**src/rtl/sn_lock_pkg.sv**
```systemverilog
package sn_lock_pkg;

  // Which part of the bank an address falls in.
  typedef enum logic [1:0] {
    RGN_NONE = 2'd0,
    RGN_SN   = 2'd1,
    RGN_CTRL = 2'd2
  } region_e;

endpackage

```
**src/rtl/sn_addr_decode.sv**
```systemverilog
module sn_addr_decode
  import sn_lock_pkg::*;
#(
  parameter int                ADDR_W    = 8,
  parameter int                SN_BYTES  = 8,
  parameter logic [ADDR_W-1:0] SN_BASE   = 8'h10,
  parameter logic [ADDR_W-1:0] CTRL_ADDR = 8'h18
) (
  input  logic [ADDR_W-1:0]   addr,
  output logic [SN_BYTES-1:0] sn_sel,
  output logic                ctrl_sel,
  output region_e             region
);

  for (genvar i = 0; i < SN_BYTES; i++) begin : g_sel
    assign sn_sel[i] = (addr == ADDR_W'(SN_BASE + i));
  end

  assign ctrl_sel = (addr == CTRL_ADDR);

  always_comb begin
    if (ctrl_sel)     region = RGN_CTRL;
    else if (|sn_sel) region = RGN_SN;
    else              region = RGN_NONE;
  end

  // At most one byte select per address.
  always_comb begin
    assert ($onehot0(sn_sel));
  end

endmodule

```
**src/rtl/sn_byte_bank.sv**
```systemverilog
module sn_byte_bank #(
  parameter int SN_BYTES = 8,
  parameter int DATA_W   = 8
) (
  input  logic                             clk,
  input  logic                             rst_n,
  input  logic                             wr_en,
  input  logic [SN_BYTES-1:0]              sn_sel,
  input  logic [DATA_W-1:0]                wr_data,
  input  logic                             locked,
  output logic [SN_BYTES-1:0][DATA_W-1:0]  sn_bytes
);

  for (genvar i = 0; i < SN_BYTES; i++) begin : g_byte
    logic byte_we;
    assign byte_we = wr_en && sn_sel[i] && !locked;

    always_ff @(posedge clk or negedge rst_n) begin
      if (!rst_n)       sn_bytes[i] <= '0;
      else if (byte_we) sn_bytes[i] <= wr_data;
    end

    AST_UNLOCKED_WRITE_STORES: assert property (@(posedge clk) disable iff (!rst_n)
      (wr_en && sn_sel[i] && !locked) |=> (sn_bytes[i] == $past(wr_data)));

    AST_LOCKED_BYTE_HOLDS: assert property (@(posedge clk) disable iff (!rst_n)
      locked |=> $stable(sn_bytes[i]));

    AST_UNSELECTED_BYTE_HOLDS: assert property (@(posedge clk) disable iff (!rst_n)
      !(wr_en && sn_sel[i]) |=> $stable(sn_bytes[i]));
  end

endmodule

```
**src/rtl/sn_lock_ctrl.sv**
```systemverilog
module sn_lock_ctrl #(
  parameter int DATA_W   = 8,
  parameter int LOCK_BIT = 7
) (
  input  logic              clk,
  input  logic              rst_n,
  input  logic              wr_en,
  input  logic              ctrl_sel,
  input  logic [DATA_W-1:0] wr_data,
  output logic [DATA_W-1:0] ctrl_q,
  output logic              locked
);

  localparam logic [DATA_W-1:0] LOCK_MASK = DATA_W'(1) << LOCK_BIT;

  logic [DATA_W-1:0] ctrl_d;

  always_comb begin
    ctrl_d = ctrl_q;
    if (wr_en && ctrl_sel) begin
      // Free bits follow the write; the lock bit can only be raised.
      ctrl_d = (wr_data & ~LOCK_MASK) | (ctrl_q & LOCK_MASK) | (wr_data & LOCK_MASK);
    end
  end

  always_ff @(posedge clk or negedge rst_n) begin
    if (!rst_n) ctrl_q <= '0;
    else        ctrl_q <= ctrl_d;
  end

  assign locked = ctrl_q[LOCK_BIT];

  AST_LOCK_STICKY: assert property (@(posedge clk) disable iff (!rst_n)
    locked |=> locked);

  AST_LOCK_SETS: assert property (@(posedge clk) disable iff (!rst_n)
    (wr_en && ctrl_sel && wr_data[LOCK_BIT]) |=> locked);

  AST_FREE_BITS_WRITABLE: assert property (@(posedge clk) disable iff (!rst_n)
    (wr_en && ctrl_sel) |=> ((ctrl_q & ~LOCK_MASK) == ($past(wr_data) & ~LOCK_MASK)));

endmodule

```
**src/rtl/sn_read_mux.sv**
```systemverilog
module sn_read_mux
  import sn_lock_pkg::*;
#(
  parameter int SN_BYTES = 8,
  parameter int DATA_W   = 8
) (
  input  logic                             clk,
  input  logic                             rst_n,
  input  region_e                          region,
  input  logic [SN_BYTES-1:0]              sn_sel,
  input  logic [SN_BYTES-1:0][DATA_W-1:0]  sn_bytes,
  input  logic [DATA_W-1:0]                ctrl_q,
  output logic [DATA_W-1:0]                rd_data
);

  logic [DATA_W-1:0] sn_pick;
  logic [DATA_W-1:0] rd_next;

  always_comb begin
    sn_pick = '0;
    for (int i = 0; i < SN_BYTES; i++) begin
      sn_pick |= sn_bytes[i] & {DATA_W{sn_sel[i]}};
    end
  end

  always_comb begin
    unique case (region)
      RGN_SN:   rd_next = sn_pick;
      RGN_CTRL: rd_next = ctrl_q;
      default:  rd_next = '0;
    endcase
  end

  always_ff @(posedge clk or negedge rst_n) begin
    if (!rst_n) rd_data <= '0;
    else        rd_data <= rd_next;
  end

  AST_UNMAPPED_READS_ZERO: assert property (@(posedge clk) disable iff (!rst_n)
    (region == RGN_NONE) |=> (rd_data == '0));

  AST_CTRL_READ_PATH: assert property (@(posedge clk) disable iff (!rst_n)
    (region == RGN_CTRL) |=> (rd_data == $past(ctrl_q)));

endmodule

```
**src/rtl/sn_lock_bank.sv**
```systemverilog
module sn_lock_bank
  import sn_lock_pkg::*;
#(
  parameter int                ADDR_W    = 8,
  parameter int                DATA_W    = 8,
  parameter int                SN_BYTES  = 8,
  parameter logic [ADDR_W-1:0] SN_BASE   = 8'h10,
  parameter logic [ADDR_W-1:0] CTRL_ADDR = 8'h18,
  parameter int                LOCK_BIT  = 7
) (
  input  logic              clk,
  input  logic              rst_n,
  input  logic [ADDR_W-1:0] addr,
  input  logic              wr_en,
  input  logic [DATA_W-1:0] wr_data,
  output logic [DATA_W-1:0] rd_data
);

  logic [SN_BYTES-1:0]             sn_sel;
  logic                            ctrl_sel;
  region_e                         region;
  logic [SN_BYTES-1:0][DATA_W-1:0] sn_bytes;
  logic [DATA_W-1:0]               ctrl_q;
  logic                            locked;

  sn_addr_decode #(
    .ADDR_W(ADDR_W), .SN_BYTES(SN_BYTES), .SN_BASE(SN_BASE), .CTRL_ADDR(CTRL_ADDR)
  ) u_decode (
    .addr(addr), .sn_sel(sn_sel), .ctrl_sel(ctrl_sel), .region(region)
  );

  sn_byte_bank #(.SN_BYTES(SN_BYTES), .DATA_W(DATA_W)) u_bank (
    .clk(clk), .rst_n(rst_n), .wr_en(wr_en), .sn_sel(sn_sel),
    .wr_data(wr_data), .locked(locked), .sn_bytes(sn_bytes)
  );

  sn_lock_ctrl #(.DATA_W(DATA_W), .LOCK_BIT(LOCK_BIT)) u_ctrl (
    .clk(clk), .rst_n(rst_n), .wr_en(wr_en), .ctrl_sel(ctrl_sel),
    .wr_data(wr_data), .ctrl_q(ctrl_q), .locked(locked)
  );

  sn_read_mux #(.SN_BYTES(SN_BYTES), .DATA_W(DATA_W)) u_rmux (
    .clk(clk), .rst_n(rst_n), .region(region), .sn_sel(sn_sel),
    .sn_bytes(sn_bytes), .ctrl_q(ctrl_q), .rd_data(rd_data)
  );

  AST_RESET_READ_ZERO: assert property (@(posedge clk)
    $rose(rst_n) |-> (rd_data == '0));

endmodule

```
**config.mk**
```make
export PLATFORM = sky130hd
export DESIGN_NAME = sn_lock_bank
export DESIGN_NICKNAME = d
export VERILOG_FILES = /design/src/rtl/sn_lock_pkg.sv /design/src/rtl/sn_addr_decode.sv /design/src/rtl/sn_byte_bank.sv /design/src/rtl/sn_lock_ctrl.sv /design/src/rtl/sn_read_mux.sv /design/src/rtl/sn_lock_bank.sv
export SDC_FILE = /design/constraint.sdc
export NUM_CORES = 1
export LEC_CHECK = 0
export BUFFER_PORTS_ARGS = -buffer_cell sky130_fd_sc_hd__clkbuf_2
export CAP_MARGIN = 20
export CORE_AREA = 8 8 106 84
export DETAILED_ROUTE_END_ITERATION = 8
export DIE_AREA = 0 0 114 92
export PLACE_DENSITY = 0.73
export SLEW_MARGIN = 20
export SYNTH_ARGS = -nofsm -noshare
export SYNTH_HDL_FRONTEND = slang
export SYNTH_SLANG_ARGS = --single-unit
```
**constraint.sdc**
```tcl
create_clock -name clk -period 2.05 [get_ports clk]
set_input_delay 0.205 -clock clk [delete_from_list [all_inputs] [get_ports clk]]
set_output_delay 0.205 -clock clk [all_outputs]
set_load 0.05 [all_outputs]
```
Word level (Yosys, flattened, before mapping):

Index checks and enable logic that the tools add are counted.

* equality and inequality tests: 11
* muxes and demuxes: 3
* bitwise operators: 17
* reductions and logical operators: 19

Operators by type and width (count)
* equality test 8 x 5 -> 1 bit (second input constant): 9
* AND 8 bit: 8
* bitwise OR 8 bit: 8
* logical AND 1 bit: 17
* one-hot mux 8 bit (2 select lines): 1
* bitwise OR 7 x 8 -> 8 bit: 1
* OR reduction 8 bit: 1
* equality test 2 x 1 -> 1 bit (second input constant): 1
* equality test 2 bit (second input constant): 1
* 2-to-1 mux 2 bit: 1
* zero test 1 bit: 1
* 2-to-1 mux 1 bit: 1

* register bits: 80
* input port bits: 19
* output and inout bits: 8

Longest topological paths before layout:

Gate-level depths: netlist (run 1).

* depth after elaboration: 10
* depth in mapped cells: 7
* gate-level depth less buffers: 4

Cells and area by module:

From an unflattened synthesis (run 1), not the netlist that was laid out.

* cells, all modules: 245
* area, all modules: 3641.0 um^2

By module, submodules not included
* sn_byte_bank: instances 1, cells an instance 137, area each 2493.6 um^2
* sn_read_mux: instances 1, cells an instance 72, area each 706.9 um^2
* sn_lock_ctrl: instances 1, cells an instance 18, area each 301.5 um^2
* sn_addr_decode: instances 1, cells an instance 18, area each 138.9 um^2

Least setup slack after synthesis (run 1):

Ideal clock, no wire load.

* kind: input to register
* start: input port addr[5]
* end: register u_bank.sn_bytes[0] (netlist bit)
* library setup time: 0.125 ns
* arrival: 1.611 ns
* required time: 1.925 ns
* slack: 0.314 ns
* cell stages on the path: 6
* buffers on the path: 2
* cell sequence: or4b_4 > nor2_4 > buf_6 > and3_4 > buf_12 > mux2_4

* cells in the longest elaborated chain, start to end: 3

RTL lines
* start, declared: RTL line sn_lock_bank.sv:13 `input logic [ADDR_W-1:0] addr,`
* equality test 8 x 5 -> 1 bit: RTL line sn_addr_decode.sv:16 `assign sn_sel[i] = (addr == ADDR_W'(SN_BASE + i));`
* logical AND 1 bit (2 in series): RTL line sn_byte_bank.sv:16 `assign byte_we = wr_en && sn_sel[i] && !locked;`
* end signal, assigned by index: RTL line sn_byte_bank.sv:20 `else if (byte_we) sn_bytes[i] <= wr_data;`
* end, declared: RTL line sn_byte_bank.sv:11 `output logic [SN_BYTES-1:0][DATA_W-1:0] sn_bytes`

Every way passes these cells.
A chain may end at the register's enable or synchronous reset.

Worst setup path after layout (run 1):

* start: register u_ctrl.ctrl_q[7]
* end: register u_bank.sn_bytes[2] (netlist bit)

* cells in the longest elaborated chain, start to end: 2

RTL lines
* start, declared: RTL line sn_lock_ctrl.sv:10 `output logic [DATA_W-1:0] ctrl_q,`
* start signal, assigned: RTL line sn_lock_ctrl.sv:28 `else ctrl_q <= ctrl_d;`
* zero test 1 bit: RTL line sn_byte_bank.sv:16
* logical AND 1 bit: RTL line sn_byte_bank.sv:16

Every way passes these cells.

==> results of run 1 <==
[through the flow]
stage / util / setup WS (ns) / hold WS [ns] / area, sq um / cells
finish: 0.593 / 0.475 / 0.182 / 4240 / 409
floorplan: - / 0.314 / -0.0906 / 3870 / 274
detailed placement: 0.566 / 0.149 / 0.214 / 4050 / 392
global route: 0.593 / 0.441 / 0.167 / 4240 / 409
global placement: 0.566 / 0.197 / 0.211 / 4050 / 392
CTS: 0.593 / 0.471 / 0.167 / 4240 / 409
[where the power goes]
part           switching (mW)  internal, mW  total (mW)
combinational           0.141         0.120       0.261
sequential             0.0369          1.65        1.68
clock                   0.537         0.534        1.07
total                   0.715          2.30        3.01
[registers in the layout, summed over array words and instances, names as in the netlist]
signal,flops
u_ctrl.ctrl_q,8
u_rmux.rd_data,8
u_bank.sn_bytes,64
[what timing repair did]
| action | 4_1_cts | 5_1_grt |
|---|---|---|
| hold buffers | 1 | 0 |
| endpoints found under the hold margin | 39 | 0 |
| resized for setup | 0 | 0 |
| buffers inserted | 0 | 0 |
[logic make-up (layout without fill, tap and decap cells)]
logic type      Yosys count  after routing  share of synthesized area
compound gates           36             36                     0.0748
mux                      87             87                      0.274
flops                    80             80                      0.518
simple gates             52             52                     0.0942
buf+inv                  19             53                     0.0392
[critical path: stages (launching register included)]
cell and delay (ns):
dfrtp_1 0.42, nor3b_2 0.34, and3_4 0.38, mux2_4 0.32
[final cells by class]
| type | count | area [sq um] | area share |
|---|---|---|---|
| clock buffers | 13 | 169 | 0.0398 |
| clock inverters | 3 | 15.0 | 0.00354 |
| repair buffers | 34 | 208 | 0.0489 |
| inverters | 3 | 11.3 | 0.00265 |
| multi-input cells | 175 | 1710 | 0.404 |
| well taps | 101 | 126 | 0.0298 |
| flip-flops and latches | 80 | 2000 | 0.472 |
[placed cells by master, fill, tap and decap left out, drive strengths merged, types with 3 or more instances in the layout]
master and count:
dfrtp 80, mux2 79, clkbuf 38, mux2i 8, nand2b 8, buf 8
a22oi 7, nand2 7, o21ai 6, nand4 6, o221ai 6, and2 6
a221o 6, nand3 6, and3 6, nor2 5, inv 3, clkinv 3
[worst max-delay path by stage]
stage	start	endpoint	slack, ns	cells past startpoint
2_1_floorplan	addr[5]	u_bank.sn_bytes[0]	0.31	6
3_3_place_gp	addr[5]	u_bank.sn_bytes[51]	0.20	5
3_5_place_dp	addr[5]	u_bank.sn_bytes[54]	0.15	5
4_1_cts	u_ctrl.ctrl_q[7]	u_bank.sn_bytes[2]	0.47	3
5_1_grt	u_ctrl.ctrl_q[7]	u_bank.sn_bytes[8]	0.44	3
6_report	u_ctrl.ctrl_q[7]	u_bank.sn_bytes[2]	0.48	3
[per-layer routing]
layer,routed length (um),global-route usage,part of all wire
met1,3870,0.221,0.49
met2,3570,0.250,0.45
met3,332,0.0524,0.042
met4,146,0.0552,0.018
met5,0,0,0
==> results.ini, run 1 <==
[power]
p_per_area_mw_per_mm2=710
p_leak_nw=2.07
p_total_mw=3.01
vdd_drop_max_mv=0.544

[setup_path]
path_max_fanout=8
r2r_start=u_ctrl.ctrl_q[7]
startpoint_type=flip-flop
worstPathRequired_ns=2.28
r2r_setup_slack_ns=0.48
r2r_end=u_bank.sn_bytes[2]
endpoint_kind=flip-flop
arrival_ns=1.81
ff2ff_path_depth=3
crit_type=flip-flop to flip-flop

[yosys]
synthFlopType=dfrtp_1
synth-edff-count=0
synth_seq_area_share=0.518
synth_warnings=0
synth_top_cell_area_share=0.518
synth-seq-cells=80
synth-async-reset-ratio=1.00
syn_avg_cell_area_sq_um=14.1
yosysTopAreaCell=dfrtp_1
netlist_area_sq_mm=0.00387
synth.area.top_cells=dfrtp_1 52%, mux2_2 15%, mux2_4 9.3%
synth_fp_nets=293
ys_types=43
synth_common_cells=80 x dfrtp_1, 51 x mux2_2, 24 x mux2_4
yosysMostFrequentCell=dfrtp_1
synthCells=274

[route]
first_pass_iters=4
final_antenna_net_count=0
vias=2308
wirelength_um=7920
drt-initial-drc-count=110
routedWlPerCell_um=19.4
drc_errors=0
drt-vias-per-instance=5.64

[placed_design]
numPortBuffers=26
dp_hpwl_um=5510
gp_congestion=0.806

[global_routing]
antenna_found_initial=0
grt_first_pass_wirelength_um=13200
overflow=0
grt_max_degree=42
gr-usage-all-layers=0.166
grt_pass1_vias=2473

[cells_and_area]
antennaDiodeCount=0
n_fill_cell=594
nNetsFinal=322
areaGrowthSynthToFinish_pct=9.77
drive_above_1_share=0.468

[timing]
final-setup-viol-count=0
fin_crit_ns=1.57
post-route-period-util=0.768
finalSetupTns_ns=0
worstMarginPinSlew_ns=0.524
rsz0062_at_grt=false
hold_violations=0
drv_slew=0
max_freq_mhz=635
slew_headroom=0.650
clock_skew_ns=0.00911

[hold_path]
min_from=addr[5]
holdPathEnd=u_rmux.rd_data[7]
min_path_cells=3
hold_path_class=input pin to flip-flop

[die]
boundaryPins=27
die_h_um=92
dieArea_sq_mm=0.0105
initial_core_util=0.540
die_x_um=114
row_count=27
core_area_sq_mm=0.00716

[clocking]
cts_inserted_buffers=9
cts_tree=done
numClockSinks=80
worstSkewPairLatency_ns=0.35
clkSlewWorstSetupHoldPaths_ns=0.08
htree_levels=3
clk_path_buf_depth=2
cts-root-buf=clkbuf_8

[outcome]
status=complete, no violations

[flow_run]
cap_violations=0

Note: power is estimated with default switching activity, not from simulation.
==> run 2, diff against run 1 <==
--- a/config.mk
+++ b/config.mk
@@ -5,12 +5,13 @@
 export SDC_FILE = /design/constraint.sdc
 export NUM_CORES = 1
 export LEC_CHECK = 0
+export ABC_AREA = 1
 export BUFFER_PORTS_ARGS = -buffer_cell sky130_fd_sc_hd__clkbuf_2
 export CAP_MARGIN = 20
 export CORE_AREA = 8 8 106 84
 export DETAILED_ROUTE_END_ITERATION = 8
 export DIE_AREA = 0 0 114 92
-export PLACE_DENSITY = 0.73
+export PLACE_DENSITY = 0.72
 export SLEW_MARGIN = 20
 export SYNTH_ARGS = -nofsm -noshare
 export SYNTH_HDL_FRONTEND = slang
==> constraint.sdc (replaced) <==
create_clock -name clk -period 1.5 [get_ports clk]
set_input_delay 0.15 -clock clk [delete_from_list [all_inputs] [get_ports clk]]
set_output_delay 0.15 -clock clk [all_outputs]
set_load 0.05 [all_outputs]
==> run 2 against run 1 <==
Net effect:
- sequential power is 40% higher
- largest cell class unchanged
- die area unchanged
- non-clock buffer count up 7
- count of clock-buffer cells in the layout down 2
==> results.ini, run 2 <==
[outcome]
status=complete, no violations

[clocking]
htree_levels=3  ; unchanged
cts_inserted_buffers=9  ; unchanged
clk_path_buf_depth=2  ; unchanged
worstSkewPairLatency_ns=0.35  ; about the same
cts-root-buf=clkbuf_8
numClockSinks=80  ; unchanged
cts_tree=done
clkSlewWorstSetupHoldPaths_ns=0.08  ; about the same

[yosys]
ys_types=23  ; -47%
synth_common_cells=101 x nand2_1, 80 x dfrtp_1, 80 x nand3_1
synth.area.top_cells=dfrtp_1 53%, nand3_1 11%, nand2_1 10%
synth_warnings=0  ; unchanged
synth_fp_nets=437  ; +49%
synth-seq-cells=80  ; unchanged
yosysTopAreaCell=dfrtp_1
synth_seq_area_share=0.526  ; +0.00869
syn_avg_cell_area_sq_um=9.10  ; -36%
netlist_area_sq_mm=0.00380  ; -1.7%
synth_top_cell_area_share=0.526  ; +0.00869
synth-edff-count=0  ; unchanged
synthFlopType=dfrtp_1
synthCells=418  ; +53%
synth-async-reset-ratio=1.00  ; unchanged
yosysMostFrequentCell=nand2_1

[placed_design]
dp.cells=542  ; +38%
dp_hpwl_um=6480  ; +18%
gp_congestion=0.801  ; -0.66%
numPortBuffers=26  ; unchanged

[route]
wirelength_um=9410  ; +19%
drc_errors=0  ; unchanged
drt-vias-per-instance=5.53  ; -2.1%
first_pass_iters=5  ; +1
drt-initial-drc-count=197  ; +79%
final_antenna_net_count=0  ; unchanged
routedWlPerCell_um=16.8  ; -13%
vias=3089  ; +34%

[power]
vdd_drop_max_mv=0.790  ; +45%
p_leak_nw=2.14  ; +3.5%
p_per_area_mw_per_mm2=1110  ; +56%

[timing]
final-setup-viol-count=0  ; unchanged
hold_violations=0  ; unchanged
slew_headroom=0.704  ; +0.0549
post-route-period-util=0.949  ; +0.180
fin_crit_ns=1.42  ; -0.152 ns
worstMarginPinSlew_ns=0.443  ; -0.0809 ns
rsz0062_at_grt=true
drv_slew=0  ; unchanged
clock_skew_ns=0.00940  ; +0.000288 ns
max_freq_mhz=703  ; +11%

[cells_and_area]
top_register=u_bank.sn_bytes
drive_above_1_share=0.186  ; -0.282
antennaDiodeCount=0  ; unchanged
final_cells=559  ; +37%
final_common_cell=nand2_1
areaGrowthSynthToFinish_pct=14.4
layout_common_cells=101 x nand2_1, 80 x nand3_1, 80 x dfrtp_1
largest_register_ffs=64  ; unchanged
nNetsFinal=472  ; +47%
n_fill_cell=670  ; +13%
top_regs=u_bank.sn_bytes: 64 flops, u_ctrl.ctrl_q: 8 flops, u_rmux.rd_data: 8 flops
final_util=0.608  ; +0.0150

[setup_path]
r2r_setup_slack_ns=0.08  ; -0.40 ns
ff2ff_path_depth=5  ; +2
slowest_delay_ns=0.41  ; about the same
cp_num_buf_inv=1  ; +1
r2r_end=u_bank.sn_bytes[34]
crit_type=flip-flop to flip-flop
worstPathRequired_ns=1.75  ; -0.53 ns
startpoint_type=flip-flop
cpMaxStageDelayCell=dfrtp_1
arrival_ns=1.67  ; -0.14 ns
path_delay_family=simple AND/OR/NAND/NOR gates
crit_path_cell_trace=nor2_2, inv_2, nor2_4, nand2_1, o21a_1
path_max_fanout=16  ; +8
r2r_start=u_ctrl.ctrl_q[7]
endpoint_kind=flip-flop

[hold_path]
min_from=wr_data[7]
min_path_cells=3  ; unchanged
holdPathEnd=u_bank.sn_bytes[7]
hold_path_class=input pin to flip-flop

[global_routing]
overflow=0  ; unchanged
grt_first_pass_wirelength_um=15200  ; +15%
gr-usage-all-layers=0.188  ; +0.0224
grt_pass1_vias=2948  ; +19%
antenna_found_initial=0  ; unchanged
grt_max_degree=37  ; -12%

[die]
die_x_um=114  ; unchanged
row_count=27  ; unchanged
core_area_sq_mm=0.00716  ; unchanged
dieArea_sq_mm=0.0105  ; unchanged
die_h_um=92  ; unchanged
boundaryPins=27  ; unchanged
initial_core_util=0.531  ; -0.00891

[flow_run]
cap_violations=0  ; unchanged

[run 2: cell count changes in the layout (fill, tap and decap cells not counted), sizes merged, moves of 7 or more]
cell,change
nand2b,-8
o21ai,+25
buf,+7
a22oi,-7
inv,+13
nand3,+78
nand2,+101
mux2,-79
o21a,+32
mux2i,-8
nor2,+34
[run 2: logic make-up (layout without fill, tap and decap cells)]
| family | Yosys count | in the layout | share of synthesized area |
|---|---|---|---|
| flops | 80 | 80 | 0.526 |
| buf+inv | 34 | 74 | 0.0484 |
| simple gates | 232 | 232 | 0.309 |
| compound gates | 72 | 72 | 0.116 |
[run 2: metrics by stage]
step | setup slack (ns) | hold slack, ns | area, sq um | TNS [ns] | total power [mW]
3_5_place_dp | -0.0443 | 0.113 | 4070 | -0.189 | 2.76
4_1_cts | 0.0828 | 0.150 | 4350 | 0 | 4.84
2_1_floorplan | 0.0797 | -0.146 | 3800 | 0 | 2.59
3_3_place_gp | 0.0589 | 0.109 | 4070 | 0 | 2.75
6_report | 0.0771 | 0.150 | 4350 | 0 | 4.82
5_1_grt | -0.00110 | 0.177 | 4350 | -0.00110 | 4.98
[run 2: repair_timing]
item                       CTS  global route
gates resized for setup      0             0
hold buffers                 1             0
hold endpoints to repair    26             0
setup buffers                0             0
setup endpoints to repair    0             6
[run 2: layout make-up]
class,instances,area [sq um],share of cell area
multi-input cells,304,1620,0.371
repair buffers,41,273,0.0627
inverters,17,65.1,0.0150
clock buffers,11,141,0.0325
well taps,101,126,0.0290
flip-flops and latches,80,2000,0.460
clock inverters,5,128,0.0293
[run 2: worst max-delay path by stage]
stage          cells after the start        startpoint                  end
5_1_grt                            5  u_ctrl.ctrl_q[7]  u_bank.sn_bytes[45]
3_5_place_dp                       7           addr[5]  u_bank.sn_bytes[63]
4_1_cts                            5  u_ctrl.ctrl_q[7]  u_bank.sn_bytes[19]
6_report                           5  u_ctrl.ctrl_q[7]  u_bank.sn_bytes[34]
2_1_floorplan                      6  u_ctrl.ctrl_q[7]  u_bank.sn_bytes[22]
3_3_place_gp                       8           addr[5]  u_bank.sn_bytes[14]
[run 2: layer usage]
metal	part of all wire	global-route usage
met5	0	0
met4	0.0066	0.0354
met3	0.074	0.0583
met2	0.45	0.287
met1	0.47	0.259
[run 2: where the power goes]
| group | leakage [nW] | total, mW | internal, mW | switching, mW |
|---|---|---|---|---|
| Clock | 0.130 | 2.10 | 1.32 | 0.780 |
| Combinational | 0.916 | 0.358 | 0.131 | 0.228 |
| Sequential | 1.10 | 2.36 | 2.29 | 0.0796 |
[run 2: worst register-to-register path: stages (launching register included)]
cell	delay (ns)
dfrtp_1	0.41
nor2_2	0.18
inv_2	0.15
nor2_4	0.34
nand2_1	0.11
o21a_1	0.12
==> run 3, diff against run 2 <==
--- a/config.mk
+++ b/config.mk
@@ -11,7 +11,7 @@
 export CORE_AREA = 8 8 106 84
 export DETAILED_ROUTE_END_ITERATION = 8
 export DIE_AREA = 0 0 114 92
-export PLACE_DENSITY = 0.72
+export PLACE_DENSITY_LB_ADDON = 0.1
 export SLEW_MARGIN = 20
 export SYNTH_ARGS = -nofsm -noshare
 export SYNTH_HDL_FRONTEND = slang
==> constraint.sdc (replaced) <==
create_clock -name clk -period 1.35 [get_ports clk]
set_input_delay 0.135 -clock clk [delete_from_list [all_inputs] [get_ports clk]]
set_output_delay 0.135 -clock clk [all_outputs]
set_load 0.05 [all_outputs]
==> run 3 against run 2 <==
Net effect:
- fmax is 9.9% higher
- highest routed layer unchanged
- register-to-register slack worse by 0.02 ns
- global-route usage hardly changed
- utilization is 2.1 points higher
- combinational power increased by 17%
- worst setup slack worse by 0.022 ns
- critical endpoint is now u_bank.sn_bytes[30]
==> results.ini, run 3 (same netlist as run 2, synthesis figures left out) <==
[power]
p_comb_frac=0.083  ; +0.009
p_per_area_mw_per_mm2=1120  ; +0.77%
power_frac_seq=0.521  ; +0.031
p_leak_nw=2.20  ; +2.7%
p_total_mw=5.03  ; +4.3%
vdd_drop_max_mv=0.824  ; +4.3%
switching_share=0.251  ; +0.0259
p_switching_mw=1.26  ; +16%
internal-power_mw=3.77  ; +0.84%
p_clk_frac=0.396  ; -0.039

[cells_and_area]
layout_common_cells=101 x nand2_1, 80 x nand3_1, 80 x dfrtp_1
top_regs=u_bank.sn_bytes: 64 flops, u_ctrl.ctrl_q: 8 flops, u_rmux.rd_data: 8 flops
drive_above_1_share=0.205  ; +0.0195
nNetsFinal=482  ; +2.1%
antennaDiodeCount=0  ; unchanged
top_register=u_bank.sn_bytes
final_common_cell=nand2_1
stdcell_area_sq_mm=0.00451  ; +3.5%
largest_register_ffs=64  ; unchanged
n_fill_cell=643  ; -4.0%
areaGrowthSynthToFinish_pct=18.5

[setup_path]
worstPathRequired_ns=1.59  ; -0.16 ns
arrival_ns=1.53  ; -0.14 ns
slowest_delay_ns=0.43  ; +0.02 ns
crit_path_cell_trace=nor2_4, inv_2, nor2_4, buf_12, nand2_1, o21a_1
cp_common_cell=nor2_4
endpoint_kind=flip-flop
startpoint_type=flip-flop
crit_type=flip-flop to flip-flop
path_max_fanout=16  ; unchanged
cpMaxStageDelayCell=dfrtp_1

[clocking]
cts-root-buf=clkbuf_8
htree_levels=3  ; unchanged
numClockSinks=80  ; unchanged
worstSkewPairLatency_ns=0.36  ; about the same
cts_inserted_buffers=9  ; unchanged
clk_path_buf_depth=2  ; unchanged
cts_setup_buffers=0  ; unchanged
cts_tree=done
clkSlewWorstSetupHoldPaths_ns=0.09  ; about the same

[global_routing]
grt_first_pass_wirelength_um=15400  ; +1.6%
antenna_found_initial=0  ; unchanged
overflow=0  ; unchanged
gr-usage-all-layers=0.188  ; +0.000323
grt_pass1_vias=2972  ; +0.81%
grt_max_degree=38  ; +2.7%

[route]
wirelength_um=9040  ; -3.9%
drc_errors=0  ; unchanged
first_pass_iters=4  ; -1
routedWlPerCell_um=15.9  ; -5.6%
vias=3005  ; -2.7%
final_antenna_net_count=0  ; unchanged
drt-initial-drc-count=169  ; -14%
drt-vias-per-instance=5.28  ; -4.4%

[placed_design]
numPortBuffers=26  ; unchanged
dp_hpwl_um=6470  ; -0.24%
gp_congestion=0.788  ; -1.6%
dpl_cell_area_sq_mm=0.00425  ; +4.4%

[die]
boundaryPins=27  ; unchanged
die_h_um=92  ; unchanged
core_area_sq_mm=0.00716  ; unchanged
die_x_um=114  ; unchanged
row_count=27  ; unchanged
initial_core_util=0.531  ; unchanged
dieArea_sq_mm=0.0105  ; unchanged

[timing]
final-setup-viol-count=0  ; unchanged
rsz0062_at_grt=true
whs_ns=0.125  ; -0.0249 ns
fin_crit_ns=1.30  ; -0.128 ns
drv_slew=0  ; unchanged
max_freq_mhz=772  ; +9.9%
worstMarginPinSlew_ns=0.420  ; -0.0232 ns
hold_violations=0  ; unchanged
clock_skew_ns=0.0158  ; +0.00636 ns
slew_headroom=0.720  ; +0.0158
post-route-period-util=0.959  ; +0.0107

[hold_path]
hold_path_class=input pin to flip-flop

[flow_run]
cap_violations=0  ; unchanged

[outcome]
status=complete, no violations

-- run 3: final cells by class --
| class | instances | area, sq um | area share |
|---|---|---|---|
| multi-input combinational | 304 | 1640 | 0.363 |
| timing repair buffer | 51 | 448 | 0.0994 |
| sequential | 80 | 2000 | 0.444 |
| clock inverter | 7 | 104 | 0.0230 |
| clock buffer | 9 | 124 | 0.0275 |
| tap | 101 | 126 | 0.0280 |
| inverter | 17 | 65.1 | 0.0144 |
-- run 3: worst paths after layout --
| path | depth (start not counted) | start | end | slack [ns] |
|---|---|---|---|---|
| worst max-delay path | 6 | u_ctrl.ctrl_q[7] | u_bank.sn_bytes[30] | 0.05 |
| worst min-delay path | 3 | wr_data[7] | u_bank.sn_bytes[7] | 0.12 |
| worst max register to register | 6 | u_ctrl.ctrl_q[7] | u_bank.sn_bytes[30] | 0.05 |
| worst min register to register | 1 | u_bank.sn_bytes[16] | u_bank.sn_bytes[16] | 0.49 |
| max in group asynchronous | 3 | rst_n | u_bank.sn_bytes[5] | 0.55 |
| min in group asynchronous | 2 | rst_n | u_rmux.rd_data[7] | 0.26 |
-- run 3: worst max-delay path, delay by kind of cell, from the launching register on --
family	cells	cell delay (ns)
DFF	1	0.43
buffers and inverters	2	0.27
and+or+nand+nor	3	0.34
AOI/OAI and AO/OA	1	0.13
-- run 3: layer usage --
metal	global-route usage	wire [um]
met3	0.0498	589
met2	0.285	4110
met4	0.0552	98
met5	0	0
met1	0.259	4240
-- run 3: through the flow --
step                      instances  TNS [ns]  utilization  setup slack (ns)
final                           569         0        0.629            0.0548
after global routing            569   -0.0879        0.629           -0.0142
after floorplan                 418         0            -            0.0175
after detailed placement        552    -0.501        0.594           -0.0351
after global placement          552   -0.0267        0.594           -0.0109
after CTS                       569         0        0.628            0.0207
-- run 3: power by group through the flow --
stage	sequential (mW)	combinational, mW	clock [mW]
2_1_floorplan	2.65	0.235	0
3_3_place_gp	2.66	0.409	0
3_5_place_dp	2.67	0.420	0
4_1_cts	2.62	0.424	2.05
5_1_grt	2.64	0.468	2.14
6_report	2.62	0.418	1.99
-- run 3: timing repair --
item / 4_1_cts / 5_1_grt
endpoints found under the setup margin: 4 / 21
hold buffers: 1 / 0
pin swaps: 0 / 0
resized for setup: 1 / 2
endpoints found under the hold margin: 25 / 0
